--- src/rtl/dual_irq_pkg.sv ---
package dual_irq_pkg;
  localparam int NCH    = 2;
  localparam int ADDR_W = 14;
  localparam int DATA_W = 8;
  localparam logic [ADDR_W-1:0] EN_BASE = 14'h2200;
  localparam logic [ADDR_W-1:0] ST_BASE = 14'h2290;
  localparam logic [ADDR_W-1:0] CH_STEP = 14'h1000;

  function automatic logic [ADDR_W-1:0] en_ofs(int k);
    return EN_BASE + ADDR_W'(k) * CH_STEP;
  endfunction

  function automatic logic [ADDR_W-1:0] st_ofs(int k);
    return ST_BASE + ADDR_W'(k) * CH_STEP;
  endfunction
endpackage

--- src/rtl/irq_sync2.sv ---
module irq_sync2 #(
  parameter int W = 2
) (
  input  logic         clk_i,
  input  logic         rst_ni,
  input  logic [W-1:0] d_i,
  output logic [W-1:0] q_o
);
  logic [W-1:0] s1_q, s2_q;

  always_ff @(posedge clk_i or negedge rst_ni) begin
    if (!rst_ni) begin
      s1_q <= '0;
      s2_q <= '0;
    end else begin
      s1_q <= d_i;
      s2_q <= s1_q;
    end
  end

  assign q_o = s2_q;
endmodule

--- src/rtl/irq_addr_dec.sv ---
module irq_addr_dec
  import dual_irq_pkg::*;
(
  input  logic              sel_i,
  input  logic              we_i,
  input  logic [ADDR_W-1:0] addr_i,
  output logic [NCH-1:0]    en_set_o,
  output logic [NCH-1:0]    en_clr_o,
  output logic [NCH-1:0]    st_rd_o
);
  for (genvar k = 0; k < NCH; k++) begin : g_ch
    logic en_hit, st_hit;
    assign en_hit      = (addr_i == en_ofs(k));
    assign st_hit      = (addr_i == st_ofs(k));
    assign en_set_o[k] = sel_i &  we_i & en_hit;
    assign en_clr_o[k] = sel_i & ~we_i & en_hit;
    assign st_rd_o[k]  = sel_i & ~we_i & st_hit;
  end
endmodule

--- src/rtl/irq_chan.sv ---
module irq_chan (
  input  logic clk_i,
  input  logic rst_ni,
  input  logic set_i,
  input  logic clr_i,
  input  logic line_i,
  output logic en_o,
  output logic req_o
);
  logic en_q;

  // set and clear never coincide: they decode opposite access types
  always_ff @(posedge clk_i or negedge rst_ni) begin
    if (!rst_ni)    en_q <= 1'b0;
    else if (set_i) en_q <= 1'b1;
    else if (clr_i) en_q <= 1'b0;
  end

  assign en_o  = en_q;
  assign req_o = en_q & line_i;
endmodule

--- src/rtl/dual_irq_gate.sv ---
module dual_irq_gate
  import dual_irq_pkg::*;
(
  input  logic              clk_i,
  input  logic              rst_ni,
  input  logic              sel_i,
  input  logic              we_i,
  input  logic [ADDR_W-1:0] addr_i,
  input  logic [DATA_W-1:0] wdata_i,
  output logic [DATA_W-1:0] rdata_o,
  input  logic [NCH-1:0]    drv_irq_i,
  output logic              irq_o,
  output logic              pending_o
);
  logic [NCH-1:0] irq_s, en_q, req, en_set, en_clr, st_rd;
  logic [DATA_W-1:0] rdata_q;
  logic unused_wdata;

  assign unused_wdata = ^wdata_i;

  irq_sync2 #(.W(NCH)) i_sync (
    .clk_i (clk_i),
    .rst_ni(rst_ni),
    .d_i   (drv_irq_i),
    .q_o   (irq_s)
  );

  irq_addr_dec i_dec (
    .sel_i   (sel_i),
    .we_i    (we_i),
    .addr_i  (addr_i),
    .en_set_o(en_set),
    .en_clr_o(en_clr),
    .st_rd_o (st_rd)
  );

  for (genvar k = 0; k < NCH; k++) begin : g_chan
    irq_chan i_chan (
      .clk_i (clk_i),
      .rst_ni(rst_ni),
      .set_i (en_set[k]),
      .clr_i (en_clr[k]),
      .line_i(irq_s[k]),
      .en_o  (en_q[k]),
      .req_o (req[k])
    );
  end

  // enable-offset and unmapped reads return zero
  always_ff @(posedge clk_i or negedge rst_ni) begin
    if (!rst_ni) rdata_q <= '0;
    else         rdata_q <= {{(DATA_W-1){1'b0}}, |(st_rd & irq_s)};
  end

  assign rdata_o   = rdata_q;
  assign irq_o     = |req;
  assign pending_o = |irq_s;
endmodule

--- config.mk ---
export PLATFORM = sky130hd
export DESIGN_NAME = dual_irq_gate
export DESIGN_NICKNAME = d
export VERILOG_FILES = /design/src/rtl/dual_irq_pkg.sv /design/src/rtl/irq_sync2.sv /design/src/rtl/irq_addr_dec.sv /design/src/rtl/irq_chan.sv /design/src/rtl/dual_irq_gate.sv
export SDC_FILE = /design/constraint.sdc
export NUM_CORES = 1
export LEC_CHECK = 0
export ABC_AREA = 0
export BUFFER_PORTS_ARGS = -buffer_cell sky130_fd_sc_hd__buf_2
export CAP_MARGIN = 20
export CORE_AREA = 2 2 39 41
export CTS_CLUSTER_SIZE = 16
export DETAILED_ROUTE_END_ITERATION = 8
export DIE_AREA = 0 0 41 43
export PLACE_DENSITY_LB_ADDON = 0.05
export SYNTH_ARGS = -nofsm -noshare
export SYNTH_HDL_FRONTEND = slang
export SYNTH_HIERARCHICAL = 1
export SYNTH_SLANG_ARGS = --single-unit
--- constraint.sdc ---
create_clock -name clk_i -period 0.98 [get_ports clk_i]
set_clock_uncertainty 0.2 [all_clocks]
set_input_delay 0 -clock clk_i [delete_from_list [all_inputs] [get_ports clk_i]]
set_output_delay 0 -clock clk_i [all_outputs]
set_load 0.03 [all_outputs]
Word level (Yosys, flattened, before mapping)

Index checks and enable logic that the tools add are counted.

$add $sub $neg: 0
Multipliers: 0
Divide/modulo/power cells: 0
$lt $le $gt $ge: 0
Equal/unequal tests: 4
Shift operators: 0
Multiplexer cells: 4
Bitwise logic cells: 12
Reduce and logical (&&, ||, !) cells: 5

Operators by type and width:

| cell                 | number |
|---|---|
| $eq 14x14->1 const B | 4 |
| $and 1x1->1          | 10 |
| $reduce_or 2->1      | 3 |
| $mux 1               | 4 |
| $reduce_bool 2->1    | 2 |
| $and 2x2->2          | 1 |
| $not 1->1            | 1 |

Bits in registers: 7
Latch bits: 0
Memory bits (writable): 0
Memory bits (read-only): 0
Input bits: 28
Output and inout bits: 10
Word-level logic and storage cells: 30
Memories: 0

Longest topological paths before layout

Gate-level depths: netlist (run 1).

Depth in word-level cells: 5
Mapped depth: 5
Gate-level depth less buffers: 5

By module

The synthesis (run 1) kept the hierarchy.

By module, submodules not included:

| module        | instances | cells each | area each (µm²) | sequential area each (µm²) |
|---|---|---|---|---|
| irq_addr_dec  | 1         | 16         | 111.4           | 0.0 |
| dual_irq_gate | 1         | 12         | 102.6           | 25.0 |
| irq_sync2     | 1         | 4          | 100.1           | 100.1 |
| irq_chan      | 2         | 4          | 42.5            | 25.0 |

Worst setup path before layout (run 1)

Ideal clock, no wire load.

Kind: register to output
Start: reg i_sync.s2_q[1], in the netlist i_sync/q_o[1]
End: out irq_o
Data arrival time: 0.831 ns
Required time: 0.780 ns
Path slack: -0.051 ns
Stages on the path, launching flop included: 3
Buffers on the path: 0
Cell sequence: dfrtp_1 > and2_1 > or2_1

Cells in the longest elaborated chain, start to end: 2

Ends and longest elaborated chain:

| item                     | line                | RTL |
|---|---|---|
| start: declaration       | irq_sync2.sv:9      | `logic [W-1:0] s1_q, s2_q;` |
| start signal: assignment | irq_sync2.sv:17     | `s2_q <= s1_q;` |
| $and 1x1->1              | irq_chan.sv:20      | `assign req_o = en_q & line_i;` |
| net req[1]               | dual_irq_gate.sv:15 | `logic [NCH-1:0] irq_s, en_q, req, en_set, en_clr, st_rd;` |
| $reduce_or 2->1          | dual_irq_gate.sv:56 | `assign irq_o = \|req;` |
| end: declaration         | dual_irq_gate.sv:12 | `output logic irq_o,` |

The timed path passes the listed nets, and every way through them passes these cells.

Worst setup path after layout (run 1)

Start: reg i_sync.s2_q[0], in the netlist i_sync/q_o[0]
End: out irq_o

Same word-level chain as after synthesis.

==> impl_results.md, run 1 <==
- Status: complete, but fails checks
- Failing checks: negative hold slack, negative setup slack
- #FFs+latches synth: 7
- Post-Route Utilization: approximately 45%
- Final WS setup: -0.359 ns
- Die W: 41 um
- Placed cell count: 79
- Clock buffer depth: 2
- Crit path time final: roughly 1.3 ns
- Share of post-route cells with drive strength above 1: between 40% and 50%
- Seq/Total Area, Yosys: ~44%
- Total power: ~0.7 mW
- Clock-pin slew on the worst setup and hold paths: roughly 0.050 ns
- Peak supply drop: between 800 and 900 uV
- Int Pwr: about 0.51 mW
- R2R Setup Slk: -0.03 ns
- R2R Path Start: i_sync/q_o[0]$_DFF_PN0_
- Max FO, Critical Path: 2
- R2R cell count: 2
- Most frequent cells after synthesis: 7 x buf_4, 7 x dfrtp_1, 7 x nor2_1, 3 x nand4b_1
- Gate power share: 19.2%
- Total net switching power: between 0.15 and 0.2 mW
- Worst skew pair latency: 0.24 ns
- Die area: around 1800 um^2
- Sequential power share: around 44%
- Vias in the first global route: around 330
- Count of final setup violators: 3
- Fillers: between 100 and 150
- P per Cell Area: about 1100 nW/um^2
- GRT Total Usage: between 10% and 20%
- Syn Inst Count: 40
- R2r endpoint: rdata_o[0]$_DFF_PN0_
- Ys async rst share: 100%
- Clock network fraction of design power: roughly 37%
- CTS tree: done
- Final hold viol count: 9
- CTS HTree Levels: 1
- # clock sinks: 7
- First-pass GRT wire length: about 1200 um
- CTS Root Cell: clkbuf_4
- Switching part of the total power: between 20% and 30%
- Netlist cell types: 16
- Post-route ant nets: 0
- Crit path launch type: register
- Gr ovfl total: 0
- Die height: roughly 43 um
- Non-Filler Cell Area, Final: slightly above 600 um^2
- Max-cap violations: 0
- First-pass DRT Iterations: 2
- Synthesized area: around 400 um^2
- Ports: 38
- Fin nets: 100
- HPWL after DPL: ~640 um
- Initial core utilization: about 29%
- Synth Warn #: 6
- Pre-CTS setup slack: -0.224 ns
- Final Slew Violations: 0
- 1st-iter DRT viols: 8
- Yosys top cell area share: 43.9%
- WL final: 771 um
- Area contributors post-synth: dfrtp_1 44%, buf_4 13%, nor2_1 6.6%
- Top cell type by total area after synthesis: dfrtp_1
- Drt drc: 0
- DR vias/cell: 4.11
- Antenna Cells: 0
- Routed len/inst: 8.86 um
- Site Rows: 14
- Core Region: approximately 1400 um^2
- Arrival time at the worst endpoint: ~1.1 ns
- Avg Synthesized Cell Area: around 10 um^2
- Area growth from synthesis to layout: 54.9%
- Final period utilization: 137%
- Placed inst area: 517 um^2
- Leakage: 0.310 nW
- Routed via count: ~360
- CP required: 0.78 ns
- F_max: about 750 MHz
- Main flop type after synthesis: dfrtp_1
- Largest net degree at the start of global routing: 8
- Post-synth EDFFs: 0
- Gpl congestion: between 0.6 and 0.7
- Layout Cells excl Fill: 87
- Num CTS Buffers: 3
- CP endpoint kind: output port
- RSZ-0062 raised after global routing: true
- Hold WS: -0.0908 ns
- Post-route setup TNS: -0.710 ns
- WS Path Type: reg -> out
- Hold_buf cts: 3
- Tightest Hold Check Type: in -> async
- IO Port Bufs: 22
- Initial antenna violation count: 0
==> worst max path at each step <==
stage / from / to / slack (ns) / cells after the start
5_1_grt: g_chan[0].i_chan/en_o$_DFFE_PN0P_ / irq_o / -0.41 / 3
3_5_place_dp: addr_i[3] / g_chan[0].i_chan/en_o$_DFFE_PN0P_ / -0.22 / 6
3_3_place_gp: addr_i[3] / g_chan[1].i_chan/en_o$_DFFE_PN0P_ / -0.22 / 6
2_1_floorplan: addr_i[3] / g_chan[1].i_chan/en_o$_DFFE_PN0P_ / -0.03 / 5
6_report: i_sync/q_o[0]$_DFF_PN0_ / irq_o / -0.36 / 3
4_1_cts: i_sync/q_o[0]$_DFF_PN0_ / irq_o / -0.38 / 3
==> placed cells by master, fill, tap and decap left out, drive strengths merged <==
cell type    count
buf             25
or2              2
inv              2
nand3            1
clkbuf           4
nor3             1
and2             2
dlygate4sd3      3
conb             7
a22o             1
nand3b           1
nor3b            1
a21o             2
dfrtp            7
nand4b           3
nor2             7
nor4             1
and4bb           1
==> final cells by class <==
| cell class | count | area, um^2 | area share (%) |
|---|---|---|---|
| multi-input combinational | 30 | 191 | 31.0 |
| tap | 16 | 20.0 | 3.24 |
| sequential | 7 | 175 | 28.3 |
| clock buffer | 4 | 26.3 | 4.25 |
| inverter | 2 | 7.51 | 1.21 |
| timing repair buffer | 28 | 198 | 32.0 |
==> per-layer routing <==
layer | share of wire (%) | global-route usage [%] | vias to the layer above
met5 | 0 | 0 | -
met4 | 0 | 6.00 | 0
met3 | 12 | 4.71 | 0
met2 | 49 | 16.6 | 24
met1 | 39 | 10.2 | 152
li1 | - | - | 182
==> power by group through the flow <==
stage | Clock (mW) | Combinational, mW | Sequential (mW)
floorplan | 0 | 0.0761 | 0.305
global placement | 0 | 0.113 | 0.306
detailed placement | 0 | 0.114 | 0.306
CTS | 0.274 | 0.126 | 0.301
global route | 0.285 | 0.145 | 0.301
finish | 0.252 | 0.132 | 0.301
==> cells by family (layout without fill, tap and decap cells) <==
kind of cell | after synthesis | after routing | share of synthesized area [%]
compound gates | 3 | 3 | 5.96
buf+inv | 9 | 34 | 15.0
simple gates | 20 | 20 | 34.2
other cells | 1 | 7 | 0.940
flops | 7 | 7 | 43.9
==> flip-flops by register name (all words and copies together) (netlist names) <==
register / flops
g_chan.i_chan/en_o: 2
i_sync/q_o: 2
i_sync/s1_q: 2
rdata_o: 1
==> critical path, cell delays in order (launching register included) <==
cell and delay [ns]:
dfrtp_1 0.37, and2_4 0.15, or2_4 0.24, buf_6 0.13
==> timing repair <==
action | CTS | global route
gates resized for setup | 7 | 3
endpoints found under the setup margin | 4 | 6
cloned | 0 | 0
pin swaps | 3 | 3
setup buffers | 1 | 0
hold endpoints to repair | 11 | 8
Note: power is estimated with default switching activity, not from simulation.
==> inputs of run 2 (changes only) <==
Settings changed: BUFFER_PORTS_ARGS -buffer_cell sky130_fd_sc_hd__buf_2 to -buffer_cell sky130_fd_sc_hd__clkbuf_2.
==> impl_results.md, run 2 (same netlist as run 1, synthesis figures left out) <==
- Status: complete, but fails checks
- Failing checks: negative hold slack, negative setup slack
- Peak supply drop: 862 uV
- Crit path time final: approximately 1.3 ns
- Layout Cells excl Fill: 87
- Final Slew Violations: 0
- Largest net degree at the start of global routing: 8
- WS Path Type: reg -> out
- Clock buffer depth: 2
- Post-route setup TNS: -0.731 ns
- CTS Root Cell: clkbuf_4
- Max-cap violations: 0
- WL final: roughly 740 um
- CTS tree: done
- CTS HTree Levels: 1
- Final hold viol count: 9
- Initial core utilization: 28.8%
- Tightest Hold Check Type: in -> async
- Fin nets: 100
- Clock-pin slew on the worst setup and hold paths: 0.05 ns
- Count of final setup violators: 3
- Drt drc: 0
- # clock sinks: 7
- Post-route ant nets: 0
- Most frequent cells in the layout: 18 x clkbuf_2, 7 x conb_1, 7 x dfrtp_1, 7 x nor2_1
- Num CTS Buffers: 3
- Total power: ~0.7 mW
- Die W: approximately 40 um
- Site Rows: 14
- P per Cell Area: ~1100 nW/um^2
- Placed cell count: just under 80
- 1st-iter DRT viols: 1
- Antenna Cells: 0
- Vias in the first global route: 337
- Most common cell after layout, fill and taps aside: clkbuf_2
- Gpl congestion: slightly above 0.7
- Routed via count: roughly 360
- Final WS setup: -0.362 ns
- IO Port Bufs: 22
- Share of post-route cells with drive strength above 1: a little under half
- Hold_buf cts: 3
- Fillers: around 140
- Die height: between 40 and 50 um
- CP endpoint kind: output port
- Max FO, Critical Path: 2
- Die area: ~1800 um^2
- Core Region: roughly 1400 um^2
- First-pass DRT Iterations: 3
- Worst skew pair latency: about 0.25 ns
- Final period utilization: 137%
- Crit path launch type: register
- Leakage: 0.314 nW
- First-pass GRT wire length: approximately 1200 um
- RSZ-0062 raised after global routing: true
- Ports: 38
- DR vias/cell: ~4.1
- Hold WS: -0.0844 ns
- GRT Total Usage: around 10%
- CP required: around 0.78 ns
- Pre-CTS setup slack: -0.214 ns
- Routed len/inst: approximately 8.5 um
- Initial antenna violation count: 0
- F_max: 745 MHz
- Area growth from synthesis to layout: 55.2%
- Gr ovfl total: 0
- Arrival time at the worst endpoint: ~1.1 ns
[run 2: cell types whose count changed in the layout (fill, tap and decap cells not counted)]
cell / before / now
clkbuf_2: 0 / 18
buf_2: 17 / 0
buf_6: 6 / 1
buf_8: 0 / 3
buf_4: 2 / 3
[run 2: path summary, 6_finish.rpt]
path | from | endpoint | slack, ns | cells past startpoint
min | rst_ni | i_sync/q_o[1]$_DFF_PN0_ | -0.08 | 2
max reg2reg | i_sync/q_o[0]$_DFF_PN0_ | rdata_o[0]$_DFF_PN0_ | -0.02 | 2
min reg2reg | i_sync/s1_q[1]$_DFF_PN0_ | i_sync/q_o[1]$_DFF_PN0_ | 0.15 | 0
max in group asynchronous | rst_ni | i_sync/s1_q[1]$_DFF_PN0_ | 0.50 | 2
max | i_sync/q_o[0]$_DFF_PN0_ | irq_o | -0.36 | 3
min in group clk_i | we_i | g_chan[1].i_chan/en_o$_DFFE_PN0P_ | -0.03 | 4
[run 2: per-layer routing]
layer | global-route usage [%] | routed length (um)
met1 | 9.24 | 301
met2 | 16.6 | 341
met3 | 5.76 | 97
met4 | 4.00 | 0
met5 | 0 | 0
[run 2: what timing repair did]
item | CTS | global route
hold endpoints to repair | 11 | 9
pin swaps | 2 | 5
gates resized for setup | 6 | 5
setup buffers | 0 | 1
endpoints found under the setup margin | 4 | 6
[run 2: through the flow]
stage	instance area, um^2	utilization [%]
finish	619	44.8
global route	619	44.8
CTS	599	43.3
detailed placement	517	37.3
global placement	517	37.3
floorplan	424	-
[run 2: layout make-up]
type                       count  area, um^2  share of cell area (%)
tap                           16        20.0                    3.23
inverter                       2        7.51                    1.21
clock buffer                   4        26.3                    4.24
timing repair buffer          28         199                    32.1
multi-input combinational     30         191                    30.9
sequential                     7         175                    28.3
[run 2: critical path, stage by stage (launching register included)]
cell and delay, ns:
dfrtp_1 0.37, and2_4 0.15, or2_4 0.24, buf_8 0.13
[run 2: power by group]
part / total [mW] / switching, mW / internal [mW] / leakage, nW
Combinational: 0.130 / 0.0718 / 0.0579 / 0.211
Clock: 0.256 / 0.101 / 0.155 / 0.0150
Sequential: 0.301 / 0.00296 / 0.298 / 0.0885
Total: 0.686 / 0.175 / 0.511 / 0.314
==> inputs of run 3 (changes only) <==
Settings changed: CTS_BUF_LIST from default to sky130_fd_sc_hd__clkbuf_16, PLACE_DENSITY_LB_ADDON 0.05 to 0.1.
==> impl_results.md, run 3 (same netlist as run 1, synthesis figures left out) <==
- IO Port Bufs: 22
- CP delay by family, top: simple AND/OR/NAND/NOR gates
- CTS HTree Levels: 1
- Largest net degree at the start of global routing: 8
- Routed via count: 376
- CTS tree: done
- Die height: about 43 um
- Crit-path cells: and2_4 -> or2_4 -> buf_8
- Vias in the first global route: ~420
- Placed cell count: around 80
- Highest-delay cell along the critical path: dfrtp_1
- Area growth from synthesis to layout: 66.8%
- Share of post-route cells with drive strength above 1: between 40 and 50%
- Worst skew pair latency: roughly 0.23 ns
- Routed len/inst: 9.18 um
- Int Pwr: 0.886 mW
- Worst path bufs/invs: 1
- Num CTS Buffers: 3
- R2R cell count: 2
- Clock network fraction of design power: 61.0%
- Final WS setup: -0.339 ns
- Die W: about 40 um
- Layout Cells excl Fill: between 80 and 90
- Max FO, Critical Path: 2
- Initial antenna violation count: 0
- Sequential power share: between 20 and 30%
- Status: complete, but fails checks
- Core Region: roughly 1400 um^2
- CTS Root Cell: clkbuf_16
- Leakage: around 0.34 nW
- Ports: 38
- Final period utilization: 135%
- R2r endpoint: rdata_o[0]$_DFF_PN0_
- Most frequent cells in the layout: 19 x clkbuf_2, 7 x conb_1, 7 x dfrtp_1, 7 x nor2_1, 4 x buf_4
- Peak supply drop: roughly 1100 uV
- Count of final setup violators: 3
- Hold WS: -0.0571 ns
- F_max: 758 MHz
- Hold_buf cts: 3
- Final hold viol count: 9
- Clock buffer depth: 2
- Switching part of the total power: ~20%
- Fin nets: 101
- Antenna Cells: 0
- First-pass GRT wire length: about 1500 um
- Crit path time final: 1.32 ns
- CP peak stage delay: roughly 0.36 ns
- WL final: 808 um
- Total net switching power: about 0.22 mW
- Failing checks: negative hold slack, negative setup slack
- Drt drc: 0
- Site Rows: 14
- # clock sinks: 7
- RSZ-0062 raised after global routing: true
- Post-route ant nets: 0
- WS Path Type: reg -> out
- 1st-iter DRT viols: 7
- R2R Path Start: i_sync/q_o[0]$_DFF_PN0_
- Crit path launch type: register
- Final Slew Violations: 0
- Arrival time at the worst endpoint: roughly 1.1 ns
- Max-cap violations: 0
- CP required: about 0.78 ns
- Gr ovfl total: 0
- First-pass DRT Iterations: 4
- Gate power share: between 10% and 20%
- Total power: around 1.1 mW
- GRT Total Usage: ~13%
- CP endpoint kind: output port
- P per Cell Area: around 1700 nW/um^2
- Die area: 1760 um^2
- Tightest Hold Check Type: in -> async
- R2R Setup Slk: -0.04 ns
- Gpl congestion: between 0.6 and 0.7
- Most common cell after layout, fill and taps aside: clkbuf_2
- Clock-pin slew on the worst setup and hold paths: 0.03 ns
- DR vias/cell: around 4.3
- Initial core utilization: between 20% and 30%
## run 3: changes by cell type in the layout (fill, tap and decap cells not counted), sizes merged
cell | before | now
inv | 2 | 3
## run 3: metal layers
layer  vias to the layer above  track usage, %  part of all wire, %
met5                         -               0                    0
met4                         0            10.0                  1.7
met3                         2            1.57                   12
met2                        25            22.2                   53
met1                       163            13.0                   33
li1                        186               -                    -
## run 3: power by group through the flow
stage	registers [mW]	logic, mW	clock network, mW
after floorplan	0.305	0.0761	0
after global placement	0.306	0.113	0
after detailed placement	0.305	0.114	0
after CTS	0.302	0.128	0.689
after global routing	0.303	0.147	0.704
final	0.302	0.130	0.675
## run 3: metrics by stage
step	setup TNS (ns)	utilization, %	cell area (um^2)	setup slack, ns
after CTS	-0.731	46.5	643	-0.363
after floorplan	-0.0594	-	424	-0.0272
final	-0.695	48.1	666	-0.339
after global placement	-0.791	37.3	517	-0.210
after global routing	-0.944	48.1	666	-0.365
after detailed placement	-0.802	37.3	517	-0.220
## run 3: worst max-delay path by stage
stage / from / end / slack (ns) / cells past startpoint
after global placement: addr_i[3] / g_chan[1].i_chan/en_o$_DFFE_PN0P_ / -0.21 / 6
after CTS: i_sync/q_o[1]$_DFF_PN0_ / irq_o / -0.36 / 3
after floorplan: addr_i[3] / g_chan[1].i_chan/en_o$_DFFE_PN0P_ / -0.03 / 5
after detailed placement: addr_i[3] / g_chan[1].i_chan/en_o$_DFFE_PN0P_ / -0.22 / 6
final: i_sync/q_o[0]$_DFF_PN0_ / irq_o / -0.34 / 3
after global routing: g_chan[0].i_chan/en_o$_DFFE_PN0P_ / irq_o / -0.37 / 3
## run 3: repair_timing
item                                   4_1_cts  5_1_grt
pin swaps                                    1        4
resized for setup                            4        5
setup buffers                                0        2
setup endpoints to repair                    3        6
endpoints found under the hold margin       11        7
## run 3: area by class of cell
cell class                 count  area [um^2]
inverter                       2         7.51
tap                           16         20.0
timing repair buffer          29          190
clock inverter                 1         3.75
fill                         134          718
multi-input combinational     30          194
sequential                     7          175
clock buffer                   3         75.1
